--- config.mk ---
export PLATFORM = sky130hd
export DESIGN_NAME = msi_irq_ctrl
export DESIGN_NICKNAME = d
export VERILOG_FILES = /design/src/rtl/msi_pkg.sv /design/src/rtl/msi_line_latch.sv /design/src/rtl/msi_msg_out.sv /design/src/rtl/msi_regfile.sv /design/src/rtl/msi_irq_ctrl.sv
export SDC_FILE = /design/constraint.sdc
export NUM_CORES = 1
export LEC_CHECK = 0
export BUFFER_PORTS_ARGS = -buffer_cell sky130_fd_sc_hd__buf_2
export CAP_MARGIN = 40
export CORE_MARGIN = 2
export CORE_UTILIZATION = 25
export DETAILED_ROUTE_END_ITERATION = 16
export PLACE_DENSITY_LB_ADDON = 0.1
export SETUP_SLACK_MARGIN = 0.05
export SYNTH_ARGS = -nofsm -noshare
export SYNTH_HDL_FRONTEND = slang
export SYNTH_SLANG_ARGS = --single-unit
--- constraint.sdc ---
create_clock -name clk_i -period 4.4 [get_ports clk_i]
set_input_delay 0.44 -clock clk_i [delete_from_list [all_inputs] [get_ports clk_i]]
set_output_delay 0.44 -clock clk_i [all_outputs]
set_load 0.05 [all_outputs]
--- src/rtl/msi_pkg.sv ---
package msi_pkg;
  localparam int unsigned REG_W     = 32;
  localparam int unsigned SLOT_BITS = 5;
  localparam int unsigned ERR_BIT   = 8;

  localparam int unsigned OFS_REQ   = 'h00;
  localparam int unsigned OFS_MASK  = 'h04;
  localparam int unsigned OFS_PEND  = 'h08;
  localparam int unsigned OFS_CTRL  = 'h0C;
  localparam int unsigned OFS_IADDR = 'h10;

  typedef struct packed {
    logic [REG_W-1:0] addr;
    logic [REG_W-1:0] data;
  } msg_t;
endpackage

--- src/rtl/msi_line_latch.sv ---
module msi_line_latch #(
  parameter int unsigned NUM_LINES = 32
) (
  input  logic                 clk_i,
  input  logic                 rst_ni,
  input  logic [NUM_LINES-1:0] irq_i,
  input  logic [NUM_LINES-1:0] mask_i,
  input  logic                 clr_i,
  output logic [NUM_LINES-1:0] pend_o,
  output logic [NUM_LINES-1:0] req_o,
  output logic                 hit_o
);
  logic [NUM_LINES-1:0] irq_q, pend_q, req_q, rise;

  assign rise  = irq_i & ~irq_q;
  assign hit_o = |(rise & mask_i);

  always_ff @(posedge clk_i or negedge rst_ni) begin
    if (!rst_ni) begin
      irq_q  <= '0;
      pend_q <= '0;
      req_q  <= '0;
    end else begin
      irq_q  <= irq_i;
      // clear first so an edge in the clearing cycle is kept
      pend_q <= (clr_i ? '0 : pend_q) | rise;
      req_q  <= (clr_i ? '0 : req_q) | (rise & mask_i);
    end
  end

  assign pend_o = pend_q;
  assign req_o  = req_q;

  assert_pend_sticky_R3: assert property (@(posedge clk_i) disable iff (!rst_ni)
    !clr_i |=> (($past(pend_q) & ~pend_q) == '0));

  assert_req_in_pend_R4: assert property (@(posedge clk_i) disable iff (!rst_ni)
    (req_q & ~pend_q) == '0);
endmodule

--- src/rtl/msi_msg_out.sv ---
module msi_msg_out
  import msi_pkg::*;
(
  input  logic             clk_i,
  input  logic             rst_ni,
  input  logic             fire_i,
  input  logic             inhibit_i,
  input  logic [REG_W-1:0] iaddr_i,
  input  logic             ready_i,
  output logic             valid_o,
  output msg_t             msg_o
);
  msg_t new_msg, out_q, que_q;
  logic out_vld_q, que_vld_q, go, out_free;

  assign new_msg.addr = {iaddr_i[REG_W-1:SLOT_BITS], {SLOT_BITS{1'b0}}};
  assign new_msg.data = {{(REG_W-SLOT_BITS){1'b0}}, iaddr_i[SLOT_BITS-1:0]};
  assign go       = fire_i & ~inhibit_i;
  assign out_free = ~out_vld_q | ready_i;

  always_ff @(posedge clk_i or negedge rst_ni) begin
    if (!rst_ni) begin
      out_vld_q <= 1'b0;
      que_vld_q <= 1'b0;
      out_q     <= '0;
      que_q     <= '0;
    end else if (out_free) begin
      if (que_vld_q) begin
        out_vld_q <= 1'b1;
        out_q     <= que_q;
        que_vld_q <= go;
        if (go) que_q <= new_msg;
      end else begin
        out_vld_q <= go;
        if (go) out_q <= new_msg;
      end
    end else if (go && !que_vld_q) begin
      que_vld_q <= 1'b1;
      que_q     <= new_msg;
    end
  end

  assign valid_o = out_vld_q;
  assign msg_o   = out_q;

  assert_stall_hold_R5: assert property (@(posedge clk_i) disable iff (!rst_ni)
    (out_vld_q && !ready_i) |=> (out_vld_q && $stable(out_q)));

  assert_msg_format_R5: assert property (@(posedge clk_i) disable iff (!rst_ni)
    out_vld_q |-> (out_q.addr[SLOT_BITS-1:0] == '0 &&
                   out_q.data[REG_W-1:SLOT_BITS] == '0));
endmodule

--- src/rtl/msi_regfile.sv ---
module msi_regfile
  import msi_pkg::*;
#(
  parameter int unsigned NUM_LINES   = 32,
  parameter int unsigned ADDR_W      = 5,
  parameter logic [31:0] VALID_LINES = 32'h043F_63A0,
  parameter logic [31:0] IADDR_RST   = 32'hFFFE_0003
) (
  input  logic                 clk_i,
  input  logic                 rst_ni,
  input  logic [ADDR_W-1:0]    addr_i,
  input  logic                 rd_i,
  input  logic                 wr_i,
  input  logic [REG_W-1:0]     wdata_i,
  output logic [REG_W-1:0]     rdata_o,
  output logic                 cfg_bad_o,
  input  logic [NUM_LINES-1:0] pend_i,
  input  logic [NUM_LINES-1:0] req_i,
  output logic                 clr_o,
  output logic [REG_W-1:0]     mask_o,
  output logic                 err_o,
  output logic [REG_W-1:0]     iaddr_o
);
  logic [REG_W-1:0] mask_q, iaddr_q, rdata_q, rd_val;
  logic             err_q, bad_q, sel_mask, sel_ctrl, sel_iaddr, sel_pend, bad_val;

  assign sel_mask  = addr_i == ADDR_W'(OFS_MASK);
  assign sel_pend  = addr_i == ADDR_W'(OFS_PEND);
  assign sel_ctrl  = addr_i == ADDR_W'(OFS_CTRL);
  assign sel_iaddr = addr_i == ADDR_W'(OFS_IADDR);
  assign clr_o     = (rd_i | wr_i) & sel_pend;
  assign bad_val   = ((wdata_i & ~VALID_LINES) != '0) && (wdata_i != '1);

  always_comb begin
    rd_val = '0;
    if      (addr_i == ADDR_W'(OFS_REQ)) rd_val = REG_W'(req_i);
    else if (sel_mask)                   rd_val = mask_q;
    else if (sel_pend)                   rd_val = REG_W'(pend_i);
    else if (sel_ctrl)                   rd_val[ERR_BIT] = err_q;
    else if (sel_iaddr)                  rd_val = iaddr_q;
  end

  always_ff @(posedge clk_i or negedge rst_ni) begin
    if (!rst_ni) begin
      mask_q  <= '0;
      iaddr_q <= IADDR_RST;
      err_q   <= 1'b0;
      bad_q   <= 1'b0;
      rdata_q <= '0;
    end else begin
      bad_q <= wr_i & sel_mask & bad_val;
      if (rd_i) rdata_q <= rd_val;
      if (wr_i) begin
        if (sel_mask)  mask_q  <= wdata_i;
        if (sel_ctrl)  err_q   <= wdata_i[ERR_BIT];
        if (sel_iaddr) iaddr_q <= wdata_i;
      end
    end
  end

  assign rdata_o   = rdata_q;
  assign cfg_bad_o = bad_q;
  assign mask_o    = mask_q;
  assign err_o     = err_q;
  assign iaddr_o   = iaddr_q;

  assert_bad_after_mask_wr_R9: assert property (@(posedge clk_i) disable iff (!rst_ni)
    bad_q |-> $past(wr_i && addr_i == ADDR_W'(OFS_MASK)));
endmodule

--- src/rtl/msi_irq_ctrl.sv ---
module msi_irq_ctrl
  import msi_pkg::*;
#(
  parameter int unsigned NUM_LINES   = 32,
  parameter int unsigned ADDR_W      = 5,
  parameter logic [31:0] VALID_LINES = 32'h043F_63A0,
  parameter logic [31:0] IADDR_RST   = 32'hFFFE_0003
) (
  input  logic                 clk_i,
  input  logic                 rst_ni,
  input  logic [NUM_LINES-1:0] irq_i,
  input  logic [ADDR_W-1:0]    reg_addr_i,
  input  logic                 reg_rd_i,
  input  logic                 reg_wr_i,
  input  logic [31:0]          reg_wdata_i,
  output logic [31:0]          reg_rdata_o,
  output logic                 cfg_bad_o,
  output logic                 msg_valid_o,
  input  logic                 msg_ready_i,
  output logic [31:0]          msg_addr_o,
  output logic [31:0]          msg_data_o
);
  logic [NUM_LINES-1:0] pend, req;
  logic [REG_W-1:0]     mask, iaddr;
  logic                 clr, err, hit;
  msg_t                 msg;

  msi_regfile #(
    .NUM_LINES(NUM_LINES), .ADDR_W(ADDR_W),
    .VALID_LINES(VALID_LINES), .IADDR_RST(IADDR_RST)
  ) i_regs (
    .clk_i, .rst_ni,
    .addr_i(reg_addr_i), .rd_i(reg_rd_i), .wr_i(reg_wr_i),
    .wdata_i(reg_wdata_i), .rdata_o(reg_rdata_o), .cfg_bad_o,
    .pend_i(pend), .req_i(req), .clr_o(clr),
    .mask_o(mask), .err_o(err), .iaddr_o(iaddr)
  );

  msi_line_latch #(.NUM_LINES(NUM_LINES)) i_latch (
    .clk_i, .rst_ni, .irq_i,
    .mask_i(mask[NUM_LINES-1:0]), .clr_i(clr),
    .pend_o(pend), .req_o(req), .hit_o(hit)
  );

  msi_msg_out i_out (
    .clk_i, .rst_ni, .fire_i(hit), .inhibit_i(err), .iaddr_i(iaddr),
    .ready_i(msg_ready_i), .valid_o(msg_valid_o), .msg_o(msg)
  );

  assign msg_addr_o = msg.addr;
  assign msg_data_o = msg.data;

  assert_no_msg_when_err_R6: assert property (@(posedge clk_i) disable iff (!rst_ni)
    (err && !msg_valid_o && !$past(msg_valid_o)) |=> !msg_valid_o);
endmodule

## After elaboration in Yosys (flattened, before gate mapping)

Index checks and enable logic that the tools add are counted.

| cells by class | value |
|---|---|
| bitwise operators | 13 |
| equal/unequal tests | 7 |
| mux-type cells | 18 |
| reduce and logical (&&, ||, !) cells | 13 |

Operators by type and width:

| cell | count |
|---|---|
| 64-bit 2-to-1 mux | 5 |
| 32-bit 2-to-1 mux | 6 |
| 32-bit AND | 2 |
| 32-bit OR | 2 |
| 32-bit != test (second input constant) | 1 |
| 32-bit inverter | 1 |
| 32-bit nonzero test | 1 |
| 32-bit OR reduction | 1 |
| 23-bit 2-to-1 mux | 1 |
| 5-bit by 4-bit == test with 1-bit output (second input constant) | 2 |
| 8-bit 2-to-1 mux | 1 |
| 2-bit AND reduction | 4 |
| 5-bit by 3-bit == test with 1-bit output (second input constant) | 1 |
| 5-bit == test (second input constant) | 1 |
| 5-bit logical NOT | 1 |
| 1-bit 2-to-1 mux | 5 |
| 1-bit AND | 4 |
| 2-bit by 1-bit != test with 1-bit output (second input constant) | 2 |
| 2-bit nonzero test | 2 |
| 3-bit AND reduction | 1 |
| 1-bit logical AND | 2 |
| 1-bit inverter | 2 |
| 1-bit OR | 2 |
| 1-bit logical NOT | 1 |

| word-level totals | value |
|---|---|
| logic and storage cells | 65 |
| register bits after elaboration | 324 |
| output and inout port bits | 98 |
| input bits | 74 |

## Logic depth before layout (Yosys ltp)

| logic depth | value |
|---|---|
| depth in word-level cells | 8 |
| gate-level depth with buffers | 7 |
| mapped depth without buffers | 5 |

## By module

A second synthesis with hierarchy kept.

| unflattened totals | value |
|---|---|
| cells, all modules | 1113 |
| area, all modules | 12540.8 sq um |

Modules (own cells, without submodules):

| module | times used | area an instance (sq um) | cells an instance |
|---|---|---|---|
| msi_regfile | 1 | 5154.9 | 405 |
| msi_msg_out | 1 | 3920.0 | 402 |
| msi_line_latch | 1 | 3465.8 | 306 |

## Least setup slack after synthesis

OpenSTA, ideal clock, no wires.

| timing | value |
|---|---|
| kind | register -> register |
| start point | reg i_out.out_vld_q (netlist: i_out.valid_o) |
| end point | reg i_out.que_q[38] in the netlist's numbering |
| cell stages (with the launch flop) | 6 |
| clock period less this slack | 2.114 ns |
| library setup time | 0.125 ns |
| arrival time | 1.989 ns |
| data required time | 4.275 ns |
| path slack | 2.286 ns |
| cell sequence | dfrtp_1 > nor2b_1 > nand2b_1 > a221oi_4 > buf_6 > mux2_2 |

| on the way | value |
|---|---|
| cells in the longest elaborated chain, start to end | 4 |
| elaborated cells between the ends (all ways) | 7 |
| those cells by class | eq/ne (2); mux (1); bitwise (2); reduce/logical (2) |

RTL lines:

| item | RTL line | RTL |
|---|---|---|
| from (decl) | msi_msg_out.sv:14 | `logic out_vld_q, que_vld_q, go, out_free;` |
| from (signal assigned) | msi_msg_out.sv:34 | `out_vld_q <= go;` |
| 1-bit inverter * | msi_msg_out.sv:19 | `assign out_free = ~out_vld_q \| ready_i;` |
| 1-bit OR * | msi_msg_out.sv:19 |  |
| 2-bit by 1-bit != test with 1-bit output (no line) / 2-bit nonzero test (equally long branches) | - |  |
| 3-bit AND reduction (no line) | - |  |
| to (signal assigned) | msi_msg_out.sv:32 | `if (go) que_q <= new_msg;` |
| to (signal assigned) | msi_msg_out.sv:39 | `que_q <= new_msg;` |
| to (decl) | msi_msg_out.sv:13 | `msg_t new_msg, out_q, que_q;` |

Every way passes the cells marked *; elsewhere a longest branch is shown, timed or not.
A chain may end at the register's enable or synchronous reset.

## Worst setup path in the final report

| timing | value |
|---|---|
| start point | in irq_i[19] |
| end point | reg i_out.que_q[2] in the netlist's numbering |

| on the way | value |
|---|---|
| cells in the longest elaborated chain, start to end | 7 |
| elaborated cells between the ends (all ways) | 8 |
| those cells by class | eq/ne (1); bitwise (3); reduce/logical (4) |

RTL lines:

| item | RTL line | RTL |
|---|---|---|
| from (decl) | msi_irq_ctrl.sv:11 | `input logic [NUM_LINES-1:0] irq_i,` |
| 32-bit AND * | msi_line_latch.sv:15 | `assign rise = irq_i & ~irq_q;` |
| 32-bit AND * | msi_line_latch.sv:16 | `assign hit_o = \|(rise & mask_i);` |
| 32-bit OR reduction * | msi_line_latch.sv:16 |  |
| 1-bit AND * | msi_msg_out.sv:18 | `assign go = fire_i & ~inhibit_i;` |
| 1-bit logical AND | msi_msg_out.sv:37 | `end else if (go && !que_vld_q) begin` |
| 2-bit nonzero test (no line) | - |  |
| 3-bit AND reduction (no line) * | - |  |

Marked as above.

==> impl_metrics.py <==
metrics = {
    "grt": {
        "antenna_found_initial": 5,
        "grt_pass1_wl_um": 55630,
        "grt_pass1_vias": 8322,
        "grt_max_degree": 113,
        "grt_use_total_pct": 15.65,
        "globalRouteOverflowTotal": 0,
    },
    "sta": {
        "slew_violations": 0,
        "relSlewSlack_pct": 35.45,
        "rsz0062_at_grt": "false",
        "hold_viol": 0,
        "finalCritPeriodShare_pct": 76.10,
        "max_clock_freq_mhz": 298.6,
        "post-route-min-period_ps": 3349,
        "tightest_slew_ps": 968.3,
        "skew_ps": 6.757,
        "tns_ps": 0,
        "setup_viol": 0,
    },
    "logic_synthesis": {
        "synth_cells": 956,
        "synth_enable_flop_cells": 0,
        "ys_seq_area_share_pct": 57.91,
        "ys_warn_count": 0,
        "syn_avg_cell_area_um2": 11.79,
        "synth_area_leaders": "dfrtp_1 (54%), mux2_2 (8.8%), a211oi_1 (4.3%), a22oi_1 (4.2%), dfstp_2 (4.0%)",
        "yosysTopAreaCellShare_pct": 53.95,
        "synth_ff_type": "dfrtp_1",
        "yosysMostFrequentCell": "dfrtp_1",
        "synth-seq-cells": 260,
        "synthTopCellsByCount": "dfrtp_1 (243), mux2_2 (88), a211oi_1 (65)",
        "synthArstFlopShare_pct": 100.0,
        "yosys.area.top_type": "dfrtp_1",
        "syn_area_mm2": 0.01127,
        "yosysUniqueCellTypes": 34,
    },
    "routing": {
        "routed_wl_um": 36380,
        "drc": 0,
        "routed-wl-met3_um": 1579,
        "wl_met1_um": 17940,
        "drtIter0Drc": 449,
        "drtAntennaViolNets": 0,
        "wl_per_cell_um": 21.02,
        "via_per_inst": 4.735,
        "top_layer_used": "met5",
        "wl_met2_um": 16200,
        "drt_pass1_iterations": 4,
        "num_vias": 8197,
    },
    "cells_and_area": {
        "drive_gt1_share_pct": 28.53,
        "areaGrowthSynthToFinish_pct": 22.97,
        "fin_cells": 1731,
        "final_util_pct": 31.28,
        "nFillCells": 4611,
        "layout.nets": 1190,
        "n_antenna_cell": 0,
        "finalInstanceArea_mm2": 0.01386,
    },
    "cts": {
        "path_clk_slew_ps": 60,
        "cts_tree": "yes",
        "cts_root_buf": "clkbuf_16",
        "cts_buffers": 31,
        "cts_sinks": 260,
        "clk_path_buf_depth": 3,
        "h-tree-depth": 1,
        "clk_latency_ps": 570,
        "cts_setup_buffers": 0,
    },
    "floorplan": {
        "die_area_mm2": 0.04680,
        "coreArea_mm2": 0.04432,
        "dieWidth_um": 216.3,
        "placementRows": 77,
        "die_h_um": 216.3,
        "pin_count": 172,
        "initial_core_util_pct": 25.43,
    },
    "setup_path": {
        "path_max_fanout": 18,
        "worst_ep_arrival_time_ps": 3800,
        "crit_type": "input port to flop",
        "crit_path_end_kind": "flop",
        "cp-start-kind": "input port",
        "cp.required_ps": 4850,
    },
    "place": {
        "placedCellCount": 1645,
        "gp_congestion": 0.7474,
        "port_buffers": 139,
        "dpl.hpwl_um": 24360,
        "placed_area_mm2": 0.01254,
    },
    "power_and_ir_drop": {
        "switching_share_pct": 36.54,
        "power_density_mw_per_mm2": 608.4,
        "combPwrFrac_pct": 28.6,
        "power_frac_seq_pct": 40.9,
        "p_sw_uw": 3081,
        "clockPowerShare_pct": 30.5,
        "p_leak_uw": 0.006267,
        "power_uw": 8434,
        "ir_drop_uv": 289.5,
        "internal_power_uw": 5352,
    },
    "run_status": {
        "outcome": "finished, final reports clean",
    },
    "run": {
        "drv_cap": 0,
    },
    "hold_path": {
        "holdCritPathClass": "input port to flop",
    },
}
[layer usage]
layer | global-route usage (%) | vias up
li1 | - | 3794
met1 | 23.12 | 4167
met2 | 23.73 | 181
met3 | 2.526 | 47
met4 | 4.018 | 8
met5 | 0 | -
[state kept, by name, indices dropped and copies added, names as in the netlist]
name and cells:
i_latch.irq_q 32, i_latch.pend_o 32, i_latch.req_o 32, i_out.msg_o 32, i_out.que_q 32, i_regs.iaddr_o 32, i_regs.mask_o 32, i_regs.rdata_o 32
i_out.que_vld_q 1, i_out.valid_o 1, i_regs.cfg_bad_o 1, i_regs.err_o 1
[critical path: stages]
cell             delay [ps]
dlygate4sd3_1           520
buf_2                   110
and3b_1                 220
nor4_1                   90
clkdlybuf4s15_2         250
and4_1                  450
a221oi_4                900
buf_4                   420
mux2_2                  370
[cell families (layout without fill, tap and decap cells)]
| family | after synthesis | in the layout | synth area share, % |
|---|---|---|---|
| AOI/OAI and AO/OA | 262 | 262 | 16.18 |
| adders and majority gates | 1 | 1 | 0.08880 |
| buffers and inverters | 133 | 285 | 5.950 |
| DFF | 260 | 260 | 57.91 |
| muxes | 97 | 97 | 9.690 |
| other | 1 | 32 | 0.03327 |
| and+or+nand+nor | 202 | 202 | 10.15 |
[cell usage in the layout, fill, tap and decap left out, types with 2 or more instances in the layout]
| cell type | n |
|---|---|
| dfrtp_1 | 242 |
| buf_2 | 138 |
| mux2_2 | 88 |
| a211oi_1 | 65 |
| a22oi_1 | 63 |
| nor2_1 | 63 |
| nand2_1 | 36 |
| inv_1 | 34 |
| o21ai_0 | 33 |
| a21o_1 | 33 |
| o22ai_1 | 33 |
| or3_1 | 33 |
| and3b_1 | 32 |
| conb_1 | 32 |
| a31oi_1 | 31 |
| clkbuf_16 | 31 |
| dlygate4sd3_1 | 30 |
| buf_4 | 23 |
| dfstp_2 | 17 |
| nor4_1 | 15 |
| clkbuf_1 | 10 |
| nand4_1 | 9 |
| mux2_1 | 9 |
| clkbuf_8 | 9 |
| clkinv_2 | 4 |
| nand2b_1 | 3 |
| nor2b_2 | 2 |
| nor4b_4 | 2 |
| and4_1 | 2 |
| bufinv_16 | 2 |
[final timing paths]
path | startpoint | end | slack [ps] | cells past startpoint
max in group asynchronous | rst_ni | i_regs.iaddr_o[1]$_DFFE_PN1P_ | 2820 | 3
min reg2reg | i_latch.irq_q[19]$_DFF_PN0_ | i_latch.pend_o[19]$_DFF_PN0_ | 440 | 1
min | irq_i[8] | i_latch.irq_q[8]$_DFF_PN0_ | 30 | 1
min in group asynchronous | rst_ni | i_latch.irq_q[21]$_DFF_PN0_ | 500 | 2
max reg2reg | i_latch.irq_q[19]$_DFF_PN0_ | i_out.que_q[2]$_DFFE_PN0P_ | 1150 | 7
max | irq_i[19] | i_out.que_q[2]$_DFFE_PN0P_ | 1050 | 9
[power groups by stage]
stage	clock, µW	sequential, µW	combinational (µW)
2_1_floorplan	0	3910	1230
3_3_place_gp	0	3490	2390
3_5_place_dp	0	3490	2430
4_1_cts	2670	3450	2450
5_1_grt	2760	3540	2610
6_report	2570	3450	2410
[through the flow]
step                      hold slack [ps]  worst slack (ps)
after CTS                           3.604              1054
after floorplan                     144.4              2286
final                               29.82              1051
after global placement              429.6             816.1
after global routing                14.80             898.9
after detailed placement            440.6             989.2
[layout make-up]
class / instances / area [µm²] / area share (%)
clock buffers: 50 / 937.1 / 6.761
flip-flops and latches: 260 / 6529 / 47.10
inverters: 34 / 127.6 / 0.9207
well taps: 592 / 740.7 / 5.344
repair buffers: 195 / 1237 / 8.928
clock inverters: 6 / 80.08 / 0.5777
multi-input cells: 594 / 4209 / 30.37
[what timing repair did]
| action | 4_1_cts | 5_1_grt |
|---|---|---|
| endpoints found under the hold margin | 35 | 0 |
| gates resized for setup | 0 | 0 |
| hold buffers | 30 | 0 |
Note: power is estimated with default switching activity, not from simulation.
